### src/rtl/blit_pkg.sv
package blit_pkg;
  localparam int CW     = 16;
  localparam int REG_AW = 4;

  localparam logic [REG_AW-1:0] RA_SRC_XY   = 4'd0;
  localparam logic [REG_AW-1:0] RA_DST_XY   = 4'd1;
  localparam logic [REG_AW-1:0] RA_SIZE     = 4'd2;
  localparam logic [REG_AW-1:0] RA_CMD      = 4'd3;
  localparam logic [REG_AW-1:0] RA_PITCH    = 4'd4;
  localparam logic [REG_AW-1:0] RA_FG       = 4'd5;
  localparam logic [REG_AW-1:0] RA_SRC_BASE = 4'd6;
  localparam logic [REG_AW-1:0] RA_DST_BASE = 4'd7;
  localparam logic [REG_AW-1:0] RA_STATUS   = 4'd8;

  localparam int CB_GO   = 31;
  localparam int CB_REV  = 27;
  localparam int CB_FILL = 16;

  typedef enum logic [1:0] {S_IDLE, S_RD, S_RWAIT, S_WR} seq_state_t;
endpackage

### src/rtl/blit_regs.sv
module blit_regs
  import blit_pkg::*;
#(
  parameter int BASE_W = 20
) (
  input  logic              clk,
  input  logic              rst_n,
  input  logic              we,
  input  logic [REG_AW-1:0] addr,
  input  logic [31:0]       wdata,
  input  logic              busy,
  output logic [31:0]       rdata,
  output logic              start,
  output logic              start_rev,
  output logic              start_fill,
  output logic [CW-1:0]     src_x,
  output logic [CW-1:0]     src_y,
  output logic [CW-1:0]     dst_x,
  output logic [CW-1:0]     dst_y,
  output logic [CW-1:0]     size_w,
  output logic [CW-1:0]     size_h,
  output logic [CW-1:0]     src_pitch,
  output logic [CW-1:0]     dst_pitch,
  output logic [7:0]        fg_byte,
  output logic [BASE_W-1:0] src_base,
  output logic [BASE_W-1:0] dst_base
);
  localparam logic [31:0] CMD_KEEP = (32'd1 << CB_REV) | (32'd1 << CB_FILL);

  logic [31:0] src_xy_q, dst_xy_q, size_q, pitch_q, fg_q, cmd_q;
  logic [BASE_W-1:0] sb_q, db_q;

  always_ff @(posedge clk) begin
    if (!rst_n) begin
      src_xy_q <= '0;
      dst_xy_q <= '0;
      size_q   <= '0;
      pitch_q  <= '0;
      fg_q     <= '0;
      cmd_q    <= '0;
      sb_q     <= '0;
      db_q     <= '0;
    end else if (we) begin
      case (addr)
        RA_SRC_XY:   src_xy_q <= wdata;
        RA_DST_XY:   dst_xy_q <= wdata;
        RA_SIZE:     size_q   <= wdata;
        RA_CMD:      cmd_q    <= wdata & CMD_KEEP;
        RA_PITCH:    pitch_q  <= wdata;
        RA_FG:       fg_q     <= wdata;
        RA_SRC_BASE: sb_q     <= wdata[BASE_W-1:0];
        RA_DST_BASE: db_q     <= wdata[BASE_W-1:0];
        default: ;
      endcase
    end
  end

  assign start      = we && (addr == RA_CMD) && wdata[CB_GO] && !busy;
  assign start_rev  = wdata[CB_REV];
  assign start_fill = wdata[CB_FILL];

  assign src_x     = src_xy_q[31:16];
  assign src_y     = src_xy_q[15:0];
  assign dst_x     = dst_xy_q[31:16];
  assign dst_y     = dst_xy_q[15:0];
  assign size_w    = size_q[31:16];
  assign size_h    = size_q[15:0];
  assign dst_pitch = pitch_q[31:16];
  assign src_pitch = pitch_q[15:0];
  assign fg_byte   = fg_q[7:0];
  assign src_base  = sb_q;
  assign dst_base  = db_q;

  always_comb begin
    case (addr)
      RA_SRC_XY:   rdata = src_xy_q;
      RA_DST_XY:   rdata = dst_xy_q;
      RA_SIZE:     rdata = size_q;
      RA_CMD:      rdata = cmd_q;
      RA_PITCH:    rdata = pitch_q;
      RA_FG:       rdata = fg_q;
      RA_SRC_BASE: rdata = 32'(sb_q);
      RA_DST_BASE: rdata = 32'(db_q);
      RA_STATUS:   rdata = {31'd0, busy};
      default:     rdata = '0;
    endcase
  end
endmodule

### src/rtl/blit_addr_gen.sv
module blit_addr_gen
  import blit_pkg::*;
#(
  parameter int ADDR_W = 24,
  parameter int BASE_W = 20
) (
  input  logic              clk,
  input  logic              rst_n,
  input  logic              load,
  input  logic              backward,
  input  logic [BASE_W-1:0] base,
  input  logic [CW-1:0]     x,
  input  logic [CW-1:0]     y,
  input  logic [CW-1:0]     pitch,
  input  logic              row_step,
  input  logic [CW-1:0]     col,
  output logic [ADDR_W-1:0] addr
);
  logic [ADDR_W-1:0] row_q;
  logic [ADDR_W-1:0] pitch_q;
  logic              rev_q;
  logic [31:0]       row_prod;
  logic [ADDR_W-1:0] first_addr;

  assign row_prod   = 32'(y) * 32'(pitch);
  assign first_addr = ADDR_W'({base, 3'b000}) + ADDR_W'(row_prod) + ADDR_W'(x);

  always_ff @(posedge clk) begin
    if (!rst_n) begin
      row_q   <= '0;
      pitch_q <= '0;
      rev_q   <= 1'b0;
    end else if (load) begin
      row_q   <= first_addr;
      pitch_q <= ADDR_W'(pitch);
      rev_q   <= backward;
    end else if (row_step) begin
      row_q <= rev_q ? row_q - pitch_q : row_q + pitch_q;
    end
  end

  assign addr = rev_q ? row_q - ADDR_W'(col) : row_q + ADDR_W'(col);
endmodule

### src/rtl/blit_seq.sv
module blit_seq
  import blit_pkg::*;
(
  input  logic          clk,
  input  logic          rst_n,
  input  logic          start,
  input  logic          start_fill,
  input  logic [CW-1:0] size_w,
  input  logic [CW-1:0] size_h,
  input  logic [7:0]    fg_byte,
  input  logic          mem_req_ready,
  input  logic          mem_rsp_valid,
  input  logic [7:0]    mem_rsp_data,
  output logic          mem_req_valid,
  output logic          mem_req_write,
  output logic [7:0]    mem_req_wdata,
  output logic          load,
  output logic          row_step,
  output logic [CW-1:0] col,
  output logic          busy
);
  seq_state_t  state_q;
  logic [CW-1:0] col_q, row_q, w_q, h_q;
  logic          fill_q;
  logic [7:0]    fg_q, data_q;
  logic          empty_rect, last_col, last_row, wr_done;
  seq_state_t    next_xfer;

  assign empty_rect = (size_w == '0) || (size_h == '0);
  assign last_col   = (col_q == w_q - CW'(1));
  assign last_row   = (row_q == h_q - CW'(1));
  assign wr_done    = (state_q == S_WR) && mem_req_ready;
  assign next_xfer  = fill_q ? S_WR : S_RD;

  always_ff @(posedge clk) begin
    if (!rst_n) begin
      state_q <= S_IDLE;
      col_q   <= '0;
      row_q   <= '0;
      w_q     <= '0;
      h_q     <= '0;
      fill_q  <= 1'b0;
      fg_q    <= '0;
      data_q  <= '0;
    end else begin
      case (state_q)
        S_IDLE: if (start && !empty_rect) begin
          col_q   <= '0;
          row_q   <= '0;
          w_q     <= size_w;
          h_q     <= size_h;
          fill_q  <= start_fill;
          fg_q    <= fg_byte;
          state_q <= start_fill ? S_WR : S_RD;
        end
        S_RD: if (mem_req_ready) state_q <= S_RWAIT;
        S_RWAIT: if (mem_rsp_valid) begin
          data_q  <= mem_rsp_data;
          state_q <= S_WR;
        end
        S_WR: if (wr_done) begin
          if (last_col) begin
            if (last_row) begin
              state_q <= S_IDLE;
            end else begin
              col_q   <= '0;
              row_q   <= row_q + CW'(1);
              state_q <= next_xfer;
            end
          end else begin
            col_q   <= col_q + CW'(1);
            state_q <= next_xfer;
          end
        end
        default: state_q <= S_IDLE;
      endcase
    end
  end

  assign load          = start;
  assign row_step      = wr_done && last_col && !last_row;
  assign col           = col_q;
  assign busy          = (state_q != S_IDLE);
  assign mem_req_valid = (state_q == S_RD) || (state_q == S_WR);
  assign mem_req_write = (state_q == S_WR);
  assign mem_req_wdata = fill_q ? fg_q : data_q;
endmodule

### src/rtl/blit_engine.sv
module blit_engine
  import blit_pkg::*;
#(
  parameter int ADDR_W = 24,
  parameter int BASE_W = 20
) (
  input  logic              clk,
  input  logic              rst_n,
  input  logic              reg_we,
  input  logic [REG_AW-1:0] reg_addr,
  input  logic [31:0]       reg_wdata,
  output logic [31:0]       reg_rdata,
  output logic              mem_req_valid,
  input  logic              mem_req_ready,
  output logic              mem_req_write,
  output logic [ADDR_W-1:0] mem_req_addr,
  output logic [7:0]        mem_req_wdata,
  input  logic              mem_rsp_valid,
  input  logic [7:0]        mem_rsp_data
);
  localparam int NSIDE = 2;

  logic              busy, start, start_rev, start_fill, load, row_step;
  logic [CW-1:0]     src_x, src_y, dst_x, dst_y, size_w, size_h;
  logic [CW-1:0]     src_pitch, dst_pitch, col;
  logic [7:0]        fg_byte;
  logic [BASE_W-1:0] src_base, dst_base;

  logic [BASE_W-1:0] side_base  [NSIDE];
  logic [CW-1:0]     side_x     [NSIDE];
  logic [CW-1:0]     side_y     [NSIDE];
  logic [CW-1:0]     side_pitch [NSIDE];
  logic [ADDR_W-1:0] side_addr  [NSIDE];

  blit_regs #(.BASE_W(BASE_W)) u_regs (
    .clk, .rst_n, .we(reg_we), .addr(reg_addr), .wdata(reg_wdata), .busy,
    .rdata(reg_rdata), .start, .start_rev, .start_fill,
    .src_x, .src_y, .dst_x, .dst_y, .size_w, .size_h,
    .src_pitch, .dst_pitch, .fg_byte, .src_base, .dst_base
  );

  blit_seq u_seq (
    .clk, .rst_n, .start, .start_fill, .size_w, .size_h, .fg_byte,
    .mem_req_ready, .mem_rsp_valid, .mem_rsp_data,
    .mem_req_valid, .mem_req_write, .mem_req_wdata,
    .load, .row_step, .col, .busy
  );

  // side 0 = source, side 1 = destination
  assign side_base[0]  = src_base;
  assign side_base[1]  = dst_base;
  assign side_x[0]     = src_x;
  assign side_x[1]     = dst_x;
  assign side_y[0]     = src_y;
  assign side_y[1]     = dst_y;
  assign side_pitch[0] = src_pitch;
  assign side_pitch[1] = dst_pitch;

  for (genvar g = 0; g < NSIDE; g++) begin : g_side
    blit_addr_gen #(.ADDR_W(ADDR_W), .BASE_W(BASE_W)) u_ag (
      .clk, .rst_n, .load, .backward(start_rev),
      .base(side_base[g]), .x(side_x[g]), .y(side_y[g]), .pitch(side_pitch[g]),
      .row_step, .col, .addr(side_addr[g])
    );
  end

  assign mem_req_addr = mem_req_write ? side_addr[1] : side_addr[0];
endmodule

### config.mk
export PLATFORM = sky130hd
export DESIGN_NAME = blit_engine
export DESIGN_NICKNAME = d
export VERILOG_FILES = /design/src/rtl/blit_pkg.sv /design/src/rtl/blit_regs.sv /design/src/rtl/blit_addr_gen.sv /design/src/rtl/blit_seq.sv /design/src/rtl/blit_engine.sv
export SDC_FILE = /design/constraint.sdc
export NUM_CORES = 2
export LEC_CHECK = 0
export ABC_AREA = 0
export BUFFER_PORTS_ARGS = -buffer_cell sky130_fd_sc_hd__buf_2
export CORE_MARGIN = 2
export CORE_UTILIZATION = 68
export CTS_CLUSTER_DIAMETER = 150
export DETAILED_ROUTE_END_ITERATION = 12
export GPL_TIMING_DRIVEN = 0
export PLACE_DENSITY = 0.86
export SYNTH_ARGS = -nofsm -noshare
export SYNTH_HDL_FRONTEND = slang
export SYNTH_SLANG_ARGS = --single-unit
### constraint.sdc
create_clock -name clk -period 16.9 [get_ports clk]
set_clock_uncertainty 0.05 [all_clocks]
set_input_delay 0.845 -clock clk [delete_from_list [all_inputs] [get_ports clk]]
set_output_delay 0.845 -clock clk [all_outputs]
set_load 0.02 [all_outputs]
==> key figures <==
Clocking
  • # hold bufs at CTS: 0
  • Resized Gates After CTS: 0
  • Num CTS Buffers: 40
  • Clock Latency Late Sink: 590 ps
  • Sink Count: 366
  • Post-CTS Setup Inserts: 0
  • TritonCTS clock tree: done
  • Clock Path Buffers: 3
  • Clock root cell: clkbuf_16
  • H-tree levels: 2
  • Clk pin slew, worst setup/hold paths: 70 ps

Routing
  • Routed len/inst: 23.6 um
  • Initial drt markers: 4413
  • Post-route DRC: 0
  • Vias: 34759
  • Routed WL: 131000 um
  • First-pass DRT Iterations: 10
  • Vias per std cell: 6.29
  • Post-route ant nets: 0

Global route
  • Vias in the first global route: 33627
  • Initial antenna violation count: 8
  • Largest net degree at the start of global routing: 14
  • First-pass GRT wire length: 197000 um
  • Overflow after GRT: 0
  • GRT Util Overall: 0.463

Setup path
  • Crit Path Max Fanout: 10
  • Endpoint class of the critical path: flip-flop
  • Worst Reg-to-Reg Cells: 24
  • Worst R2R End: g_side[1].u_ag.row_q[23]$_SDFFE_PN0P_
  • R2R setup slack: 9290 ps
  • R2R Path Start: u_regs.pitch_q[24]$_SDFFE_PN0P_
  • Crit path cell chain: clkbuf_1 > buf_1 > nand2_1 > fa_1 > inv_1 > fa_1 > inv_1 > fa_1 > inv_1 > fa_1 > fa_1 > inv_1 > fa_1 > inv_1 > ha_1 > and4_1 > and3_1 > a21oi_1 > o211a_1 > nor3_1 > o31ai_1 > a21oi_1 > o41ai_1 > nand3b_1
  • Crit path required time: 17380 ps
  • Worst Setup EP: g_side[1].u_ag.row_q[23]$_SDFFE_PN0P_
  • Crit path launch type: flip-flop
  • WP data arrival: 8090 ps
  • Worst setup path start: u_regs.pitch_q[24]$_SDFFE_PN0P_
  • Slowest CP cell: clkbuf_1
  • Critical path class: reg2reg
  • CP max stage delay: 670 ps
  • Most frequent cell on the critical path: fa_1

Worst hold path
  • Hold Path Class: reg2reg

Synthesis
  • FFs w/ async S/R, synth: 0
  • Syn avg cell area: 8.01 um2
  • Cells after Synth: 4647
  • Area contributors post-synth: fa_1 (22%), dfxtp_1 (20%), nand2_1 (8.4%)
  • Post-synthesis register bit count: 366
  • Synth top area share: 0.220
  • Synth Warn #: 0
  • Register area share after synthesis: 0.197
  • Mapped Nets: 5331
  • Cell area after synthesis: 0.0372 mm2
  • Synth Flop Type: dfxtp_1
  • Cell accounting for the most synthesized area: fa_1
  • EDFF count, synth: 0
  • Synth cell types: 89

Place
  • Pre-CTS worst setup slack: 9560 ps
  • I/O Buffers: 109
  • Final HPWL DP: 104000 um
  • Placer congestion estimate: 1.07

Finish
  • Commonest non-fill, non-tap cells in the layout: nand2_1 (833), inv_1 (681), fa_1 (409)
  • Area of the multi-input gates: 0.0263 mm2
  • Layout cell share with drive strength beyond 1: 0.0545
  • Sequential Area: 0.00733 mm2
  • Post-layout nets: 5482
  • P&R area growth vs syn: 7.55%
  • Fillers: 4209
  • Leading cell type in the layout, fill and taps excluded: nand2_1

STA
  • RSZ-0062 raised after global routing: false
  • Worst Setup Slack, final: 9290 ps
  • Min Clock Period, post-route: 7610 ps
  • Final setup fails: 0
  • Final count of hold timing violations: 0
  • TNS Setup: 0 ps
  • Max-Slew Margin vs Limit: 0.0971
  • Max Fclk: 0.131 GHz
  • Worst Tran Pin Value: 1350 ps
  • Fin. max-slew vios: 0
  • Period utilization: 0.450

Flow run
  • Number of max-cap violations: 0

Die
  • IO Count: 115
  • # rows: 85
  • Die W: 238 um
  • Core area: 0.0539 mm2
  • Chip Height: 238 um
  • Starting Density: 0.690
  • Die area: 0.0566 mm2

Power
  • P per Cell Area: 55.7 mW/mm2
  • Leakage: 0.0178 uW
  • Max IR drop VDD: 0.0715 mV

Status
  • Outcome: finished clean
how the worst min path moves through the flow:
stage / from / depth (start not counted) / endpoint / slack, ps
after CTS: u_regs.fg_q[15]$_SDFFE_PN0P_ / 2 / u_regs.fg_q[15]$_SDFFE_PN0P_ / 410
after global routing: u_regs.fg_q[15]$_SDFFE_PN0P_ / 2 / u_regs.fg_q[15]$_SDFFE_PN0P_ / 420
after floorplan: u_seq.data_q[0]$_SDFFE_PN0P_ / 2 / u_seq.data_q[0]$_SDFFE_PN0P_ / 380
after global placement: u_regs.fg_q[22]$_SDFFE_PN0P_ / 2 / u_regs.fg_q[22]$_SDFFE_PN0P_ / 390
after detailed placement: u_regs.fg_q[21]$_SDFFE_PN0P_ / 2 / u_regs.fg_q[21]$_SDFFE_PN0P_ / 400
final: u_regs.fg_q[31]$_SDFFE_PN0P_ / 2 / u_regs.fg_q[31]$_SDFFE_PN0P_ / 410
per-layer routing:
layer  part of all wire  vias up  track usage
met3               0.14      541        0.134
li1                   -    15272            -
met4              0.075       10        0.283
met2               0.42     2398        0.696
met5            0.00047        -            0
met1               0.37    16538        0.593
final cells by class:
cell class	count	share of cell area
Multi-Input combinational cell	3337	0.658
Sequential cell	366	0.183
Inverter	682	0.0640
Clock buffer	55	0.0292
Buffer	262	0.0253
Tap cell	696	0.0218
Timing Repair Buffer	109	0.0136
Clock inverter	18	0.00535
Antenna cell	5	0.000313
cell usage after synthesis (all sizes together) (9+ instances only):
library cell  number
nor2b             24
nand2            833
mux2              37
nand3             68
and2             277
a311oi            16
a222oi            29
xnor2            163
xor2              42
nor4              29
or4               12
o21bai             9
a21o              36
clkbuf           239
and3              30
buf               23
mux2i             59
nand4             15
a211oi            24
a31oi             26
nor2             191
o21a              18
ha               226
dfxtp            366
nor3              65
or3               24
inv              682
or2               10
o211ai            14
nand2b            21
fa               409
o21ai             88
a21oi            367
a22oi             55
report_power, final:
part | leakage [uW] | internal (uW) | switching, uW | total, uW
registers | 0.00295 | 875 | 17.8 | 893
logic | 0.0141 | 127 | 265 | 392
clock network | 0.000682 | 548 | 396 | 944
total | 0.0178 | 1550 | 679 | 2230
sequential cells by signal, summed over array words and instances, names as in the netlist, 16 cells and up:
name / count
u_seq.row_q: 16
u_regs.dst_xy_q: 32
g_side.u_ag.row_q: 48
g_side.u_ag.pitch_q: 32
u_regs.src_xy_q: 32
u_seq.h_q: 16
u_seq.w_q: 16
u_regs.fg_q: 32
u_regs.pitch_q: 32
u_seq.col: 16
u_regs.src_base: 20
u_regs.dst_base: 20
u_regs.size_q: 32
worst max-delay path, delay by kind of cell (launching register included):
kind / cells / cell delay, ps
fa+ha+maj: 7 / 3330
compound gates: 5 / 1520
buf+inv: 7 / 1500
simple gates: 5 / 800
flops: 1 / 310
metrics by stage:
step	hold slack [ps]	instance area (um2)	power, uW	instances	utilization
global route	419	40000	2280	5525	0.742
CTS	407	40000	2200	5525	0.742
detailed placement	399	38600	1290	5452	0.716
floorplan	384	37200	1150	4647	-
finish	407	40000	2230	5530	0.742
global placement	391	38600	1280	5452	0.716
cells by family (layout without fill, tap and decap cells):
logic type      after synthesis  in the layout  share of synthesized area
simple gates               1637           1637                      0.206
other cells                   0              5                          0
compound gates              764            764                      0.130
fa+ha+maj                   635            635                      0.296
mux                          96             96                     0.0271
flops                       366            366                      0.197
xor+xnor                    205            205                     0.0482
buf+inv                     944           1126                     0.0959
Power figures use the tool's default switching activity.
